===== src/rtl/tckp_pkg.sv =====
package tckp_pkg;
  typedef enum logic [1:0] {
    PH_IDLE = 2'd0,
    PH_HIGH = 2'd1,
    PH_LOW  = 2'd2
  } phase_e;
endpackage


===== src/rtl/tckp_sync.sv =====
module tckp_sync #(
  parameter int STAGES = 2
) (
  input  logic clk,
  input  logic rst_n,
  input  logic d,
  output logic q
);
  logic [STAGES-1:0] chain_q;

  always_ff @(posedge clk or negedge rst_n) begin
    if (!rst_n) chain_q <= '0;
    else        chain_q <= {chain_q[STAGES-2:0], d};
  end

  assign q = chain_q[STAGES-1];
endmodule


===== src/rtl/tckp_half_calc.sv =====
module tckp_half_calc #(
  parameter int DIV_W  = 13,
  localparam int HALF_W = DIV_W - 1
) (
  input  logic [DIV_W-1:0]  div_cfg,
  output logic [HALF_W-1:0] half_len
);
  logic [HALF_W-1:0] raw_half;

  always_comb begin
    raw_half = div_cfg[DIV_W-1:1];
    if (raw_half == '0) half_len = HALF_W'(1);
    else                half_len = raw_half;
  end
endmodule


===== src/rtl/tckp_down_cnt.sv =====
module tckp_down_cnt #(
  parameter int W = 12
) (
  input  logic         clk,
  input  logic         rst_n,
  input  logic         load,
  input  logic [W-1:0] load_val,
  input  logic         dec,
  output logic         zero
);
  logic [W-1:0] cnt_q, cnt_d;
  logic         cnt_en;

  always_comb begin
    cnt_en = load | dec;
    cnt_d  = load ? load_val : cnt_q - W'(1);
  end

  always_ff @(posedge clk or negedge rst_n) begin
    if (!rst_n)      cnt_q <= '0;
    else if (cnt_en) cnt_q <= cnt_d;
  end

  assign zero = (cnt_q == '0);


  no_underflow_chk: assert property (@(posedge clk) disable iff (!rst_n)
    (dec && !load) |-> !zero);
endmodule


===== src/rtl/tck_pacer.sv =====
module tck_pacer #(
  parameter int DIV_W       = 13,
  parameter int TMO_CYCLES  = 4096,
  parameter int SYNC_STAGES = 2
) (
  input  logic             clk,
  input  logic             rst_n,
  input  logic [DIV_W-1:0] div_cfg,
  input  logic             adaptive_en,
  input  logic             cyc_req,
  input  logic             rtck_in,
  input  logic             err_clr,
  output logic             tck,
  output logic             rise_stb,
  output logic             fall_stb,
  output logic             cyc_done,
  output logic             timeout_err
);
  import tckp_pkg::*;

  localparam int HALF_W = DIV_W - 1;
  localparam int TMO_W  = $clog2(TMO_CYCLES);
  localparam int CNT_W  = (HALF_W > TMO_W) ? HALF_W : TMO_W;
  localparam logic [CNT_W-1:0] TMO_LOAD = CNT_W'(TMO_CYCLES - 1);

  phase_e            phase_q, phase_d;
  logic              tck_q, tck_d;
  logic              rise_q, rise_d;
  logic              fall_q, fall_d;
  logic              done_q, done_d;
  logic              err_q, err_d;
  logic              adapt_q, adapt_d;
  logic [HALF_W-1:0] half_q, half_d;
  logic [HALF_W-1:0] half_now;
  logic              rt_s;
  logic              cnt_zero, cnt_load, cnt_dec;
  logic [CNT_W-1:0]  cnt_val;
  logic              start, set_err;

  tckp_sync #(.STAGES(SYNC_STAGES)) u_sync (
    .clk(clk), .rst_n(rst_n), .d(rtck_in), .q(rt_s)
  );

  tckp_half_calc #(.DIV_W(DIV_W)) u_half (
    .div_cfg(div_cfg), .half_len(half_now)
  );

  tckp_down_cnt #(.W(CNT_W)) u_cnt (
    .clk(clk), .rst_n(rst_n), .load(cnt_load), .load_val(cnt_val),
    .dec(cnt_dec), .zero(cnt_zero)
  );

  // next-state logic
  always_comb begin
    phase_d  = phase_q;
    tck_d    = tck_q;
    rise_d   = 1'b0;
    fall_d   = 1'b0;
    done_d   = 1'b0;
    adapt_d  = adapt_q;
    half_d   = half_q;
    set_err  = 1'b0;
    start    = 1'b0;
    cnt_load = 1'b0;
    cnt_dec  = 1'b0;
    cnt_val  = adapt_q ? TMO_LOAD : CNT_W'(half_q - HALF_W'(1));

    unique case (phase_q)
      PH_IDLE: begin
        if (cyc_req) start = 1'b1;
      end
      PH_HIGH: begin
        if (adapt_q ? (rt_s || cnt_zero) : cnt_zero) begin
          phase_d  = PH_LOW;
          tck_d    = 1'b0;
          fall_d   = 1'b1;
          cnt_load = 1'b1;
          set_err  = adapt_q && !rt_s;
        end else begin
          cnt_dec = 1'b1;
        end
      end
      PH_LOW: begin
        if (adapt_q ? (!rt_s || cnt_zero) : cnt_zero) begin
          phase_d = PH_IDLE;
          done_d  = 1'b1;
          set_err = adapt_q && rt_s;
          if (cyc_req) start = 1'b1;
        end else begin
          cnt_dec = 1'b1;
        end
      end
      default: phase_d = PH_IDLE;
    endcase

    if (start) begin
      phase_d  = PH_HIGH;
      tck_d    = 1'b1;
      rise_d   = 1'b1;
      adapt_d  = adaptive_en;
      half_d   = half_now;
      cnt_load = 1'b1;
      cnt_dec  = 1'b0;
      cnt_val  = adaptive_en ? TMO_LOAD : CNT_W'(half_now - HALF_W'(1));
    end

    if (set_err)      err_d = 1'b1;
    else if (err_clr) err_d = 1'b0;
    else              err_d = err_q;
  end

  // registers
  always_ff @(posedge clk or negedge rst_n) begin
    if (!rst_n) begin
      phase_q <= PH_IDLE;
      tck_q   <= 1'b0;
      rise_q  <= 1'b0;
      fall_q  <= 1'b0;
      done_q  <= 1'b0;
      err_q   <= 1'b0;
      adapt_q <= 1'b0;
      half_q  <= HALF_W'(1);
    end else begin
      phase_q <= phase_d;
      tck_q   <= tck_d;
      rise_q  <= rise_d;
      fall_q  <= fall_d;
      done_q  <= done_d;
      err_q   <= err_d;
      adapt_q <= adapt_d;
      half_q  <= half_d;
    end
  end

  assign tck         = tck_q;
  assign rise_stb    = rise_q;
  assign fall_stb    = fall_q;
  assign cyc_done    = done_q;
  assign timeout_err = err_q;


  rise_marks_edge_chk: assert property (@(posedge clk) disable iff (!rst_n)
    $rose(tck) |-> rise_stb);

  fall_marks_edge_chk: assert property (@(posedge clk) disable iff (!rst_n)
    $fell(tck) |-> fall_stb);

  strobe_excl_chk: assert property (@(posedge clk) disable iff (!rst_n)
    $onehot0({rise_stb, fall_stb}));

  idle_low_chk: assert property (@(posedge clk) disable iff (!rst_n)
    (phase_q == PH_IDLE && !cyc_req) |=> !tck);

  sticky_err_chk: assert property (@(posedge clk) disable iff (!rst_n)
    (timeout_err && !err_clr) |=> timeout_err);

  div_no_err_chk: assert property (@(posedge clk) disable iff (!rst_n)
    (!timeout_err && !adapt_q && phase_q != PH_IDLE) |=> !timeout_err);
endmodule


===== config.mk =====
export PLATFORM = sky130hd
export DESIGN_NAME = tck_pacer
export DESIGN_NICKNAME = d
export VERILOG_FILES = /design/src/rtl/tckp_pkg.sv /design/src/rtl/tckp_sync.sv /design/src/rtl/tckp_half_calc.sv /design/src/rtl/tckp_down_cnt.sv /design/src/rtl/tck_pacer.sv
export SDC_FILE = /design/constraint.sdc
export NUM_CORES = 1
export LEC_CHECK = 0
export CORE_MARGIN = 3
export CORE_UTILIZATION = 45
export CTS_BUF_LIST = sky130_fd_sc_hd__clkbuf_8
export CTS_CLUSTER_SIZE = 28
export DETAILED_ROUTE_END_ITERATION = 16
export PLACE_DENSITY = 0.66
export SETUP_SLACK_MARGIN = 0.1
export SYNTH_ARGS = -nofsm -noshare
export SYNTH_HDL_FRONTEND = slang
export SYNTH_HIERARCHICAL = 1
export SYNTH_SLANG_ARGS = --single-unit

===== constraint.sdc =====
create_clock -name clk -period 4.8 [get_ports clk]
set_input_delay 0.96 -clock clk [delete_from_list [all_inputs] [get_ports clk]]
set_output_delay 0.96 -clock clk [all_outputs]
set_load 0.1 [all_outputs]

==> out/results.ini <==
[clocking]
cts_sinks = 34
clkLatencyLatePin_ns = 0.29
cts_resized = 0
post_cts_buffers = 0
root_buffer = clkbuf_8
cts_tree = done
numCtsBuffers = 5
path_clk_slew_ns = 0.08
clockBufferDepth = 2
cts_max_level = 2
cts_hold_buf = 0

[yosys]
synth_top_area_share_pct = 37.4
yosysSeqAreaShare_pct = 38.6
synth_cell_types = 47
ys.warnings.count = 6
synth_edf_count = 0
netlist_area_mm2 = 0.00221
synth_ff_type = dfrtp_1
synth.largest_area_cell = dfrtp_1
synthTopCellsByArea = dfrtp_1 37%, mux2_2 5.1%, xnor2_1 4.4%, ha_1 4.0%, nor2_1 3.4%
syn_nets = 273
async_flop_share_pct = 100
syn_inst = 247
postSynthAreaPerCell_um2 = 8.95
ys_ff_latch = 34

[floorplanning]
fp.dieW_um = 76.1
dieArea_mm2 = 0.00579
num_io_pins = 24
start_util_pct = 48.7
core-area_mm2 = 0.00453
rows = 24
die_h_um = 76.1

[sta]
fin_setup_tns_ns = 0
hold_violations = 0
worst_slack_ns = 1.11
period_needed_ns = 3.69
finalSetupViolCount = 0
max_freq_ghz = 0.271
max_slew_margin_pct = 34.8
skew_ns = 0.00778
rsz0062_at_grt = false
period_share_pct = 76.8
max_slew.worst_pin.slew_ns = 0.975
drv_slew = 0

[critical_path]
r2r.worst_path.cells = 8
crit_fanout = 25
end_kind = register
max_stage_delay_ns = 0.71
crit_path_start_kind = register
r2r-start = u_cnt/cnt_q[4]
path_class = register to register
r2r_end = u_cnt/cnt_q[11]
crit_arrival_ns = 3.86
setup.worst_path.start = u_cnt/cnt_q[4]
crit_slowest_cell = or4_1
worstPathRequired_ns = 4.97
worstPathCellList = or4_1 -> nor4_1 -> inv_1 -> a31oi_2 -> buf_4 -> and2_1 -> a32oi_1 -> a221o_1
reg2reg_slack_ns = 1.11

[global_routing]
grt-ovfl-total = 0
antenna_found_initial = 0
grt_start_max_net_pins = 35
grt_pass1_wl_um = 8450
grt_pass1_vias = 1743
grt_use_total_pct = 17.7

[route]
first_pass_iters = 5
antenna_left = 0
drt_iter0_markers = 96
wire_per_inst_um = 14.8
post_drt_via_cell_ratio = 5.59
drt-total-wl_um = 4810
vias = 1816
drc_errors = 0

[placement]
gp_congestion = 0.814
port_buffers = 22
place_ws_ns = 1.03
hpwl_um = 3590

[job]
cap_violations = 0

[hold_path]
holdCritStartpoint = u_sync/chain_q[0]
hp-class = register to register
min_to = u_sync/chain_q[1]
min_path_cells = 0

[layout]
drive_gt1_share_pct = 15.0
nNetsFinal = 285
num-fill-cells = 414
syn2layout_area_growth_pct = 15.3
insertedDiodeCount = 0

[outcome]
status = complete, no violations

[pwr]
leakage_uw = 0.000936
peakVddDrop_mv = 0.289
p_per_area_mw_per_mm2 = 557

-- layout make-up --
type / instances / area (um2) / area share [%]
clock inverters: 3 / 21.3 / 0.835
flip-flops and latches: 34 / 852 / 33.4
repair buffers: 25 / 243 / 9.53
well taps: 65 / 81.3 / 3.19
inverters: 14 / 52.6 / 2.06
clock buffers: 5 / 68.8 / 2.70
multi-input cells: 179 / 1230 / 48.2
-- sequential cells by signal (all words and copies together), names as in the netlist --
name	flops
half_q	12
u_cnt/cnt_q	12
phase_q	2
u_sync/chain_q	2
adapt_q	1
cyc_done	1
fall_stb	1
rise_stb	1
tck	1
timeout_err	1
-- logic make-up after synthesis --
| kind of cell | Yosys count | synth area share (%) |
|---|---|---|
| simple gates | 91 | 22.9 |
| mux | 11 | 5.55 |
| buf+inv | 34 | 6.12 |
| xor+xnor | 19 | 7.53 |
| compound gates | 51 | 15.4 |
| flops | 34 | 38.6 |
| fa+ha+maj | 7 | 3.96 |
-- cell usage in the layout, fill, tap and decap left out, types with 5 or more instances in the layout --
cell type	netlist	routed
a22oi_1	8	8
a31oi_1	9	8
clkbuf_8	0	5
clkdlybuf4s50_1	0	22
dfrtp_1	33	33
ha_1	7	7
inv_1	14	14
mux2_2	10	10
nand2_1	18	18
nand3_1	5	5
nor2_1	20	20
nor3_1	7	7
nor4_1	10	10
o21ai_0	14	14
or2_2	5	5
xnor2_1	11	11
xor2_1	8	8
-- Yosys cell counts, types with 2 or more instances --
master     n
or3_1      4
inv_1     14
nor4_1    10
nor2_1    20
a31oi_1    9
nor3_1     7
nor2b_1    2
o21ai_0   14
a21oi_1    4
nor4b_1    2
dfrtp_1   33
or4b_2     2
ha_1       7
mux2_2    10
or2_2      5
o22ai_1    2
a32oi_1    3
xnor2_1   11
clkbuf_1  16
xor2_1     8
buf_2      3
a21o_1     2
a22oi_1    8
or3b_2     2
or3_2      4
o31ai_1    2
nand3_1    5
or4_1      2
nand2_1   18
-- routing by layer --
| layer | vias up | routed length (um) | global-route usage, % |
|---|---|---|---|
| li1 | 910 | - | - |
| met1 | 861 | 2390 | 26.2 |
| met2 | 39 | 2150 | 26.3 |
| met3 | 6 | 221 | 3.55 |
| met4 | 0 | 53 | 4.89 |
| met5 | - | 0 | 0 |
-- stage by stage --
| stage | utilization, % | std cells | power [uW] | area (um2) | hold WS (ns) |
|---|---|---|---|---|---|
| 2_1_floorplan | - | 247 | 1040 | 2210 | 0.331 |
| 3_3_place_gp | 54.2 | 317 | 1190 | 2460 | 0.336 |
| 3_5_place_dp | 54.2 | 317 | 1210 | 2460 | 0.338 |
| 4_1_cts | 56.2 | 325 | 1430 | 2550 | 0.356 |
| 5_1_grt | 56.2 | 325 | 1540 | 2550 | 0.370 |
| 6_report | 56.2 | 325 | 1420 | 2550 | 0.352 |
-- critical path: cells and delay by family, from the launching register on --
kind	cells	cell delay [ns]
AND/OR/NAND/NOR	3	1.82
AO/OA/AOI/OAI	3	0.83
buffers and inverters	2	0.49
flip-flops	1	0.44
-- how the worst max path moves through the flow --
stage / to / slack (ns) / cells after the start
after floorplan: u_cnt/cnt_q[11] / 1.61 / 11
after global placement: u_cnt/cnt_q[10] / 1.03 / 11
after detailed placement: u_cnt/cnt_q[8] / 1.03 / 11
after CTS: u_cnt/cnt_q[11] / 1.11 / 8
after global routing: u_cnt/cnt_q[11] / 0.87 / 8
final: u_cnt/cnt_q[11] / 1.11 / 8
-- where the power goes --
group          internal [uW]  total, uW  switching, uW  leakage (uW)
clock                    102        214            112     0.0000441
sequential               408        545            136      0.000391
combinational            285        662            377      0.000500
total                    795       1420            625      0.000936
(Power assumes the default switching activity.)
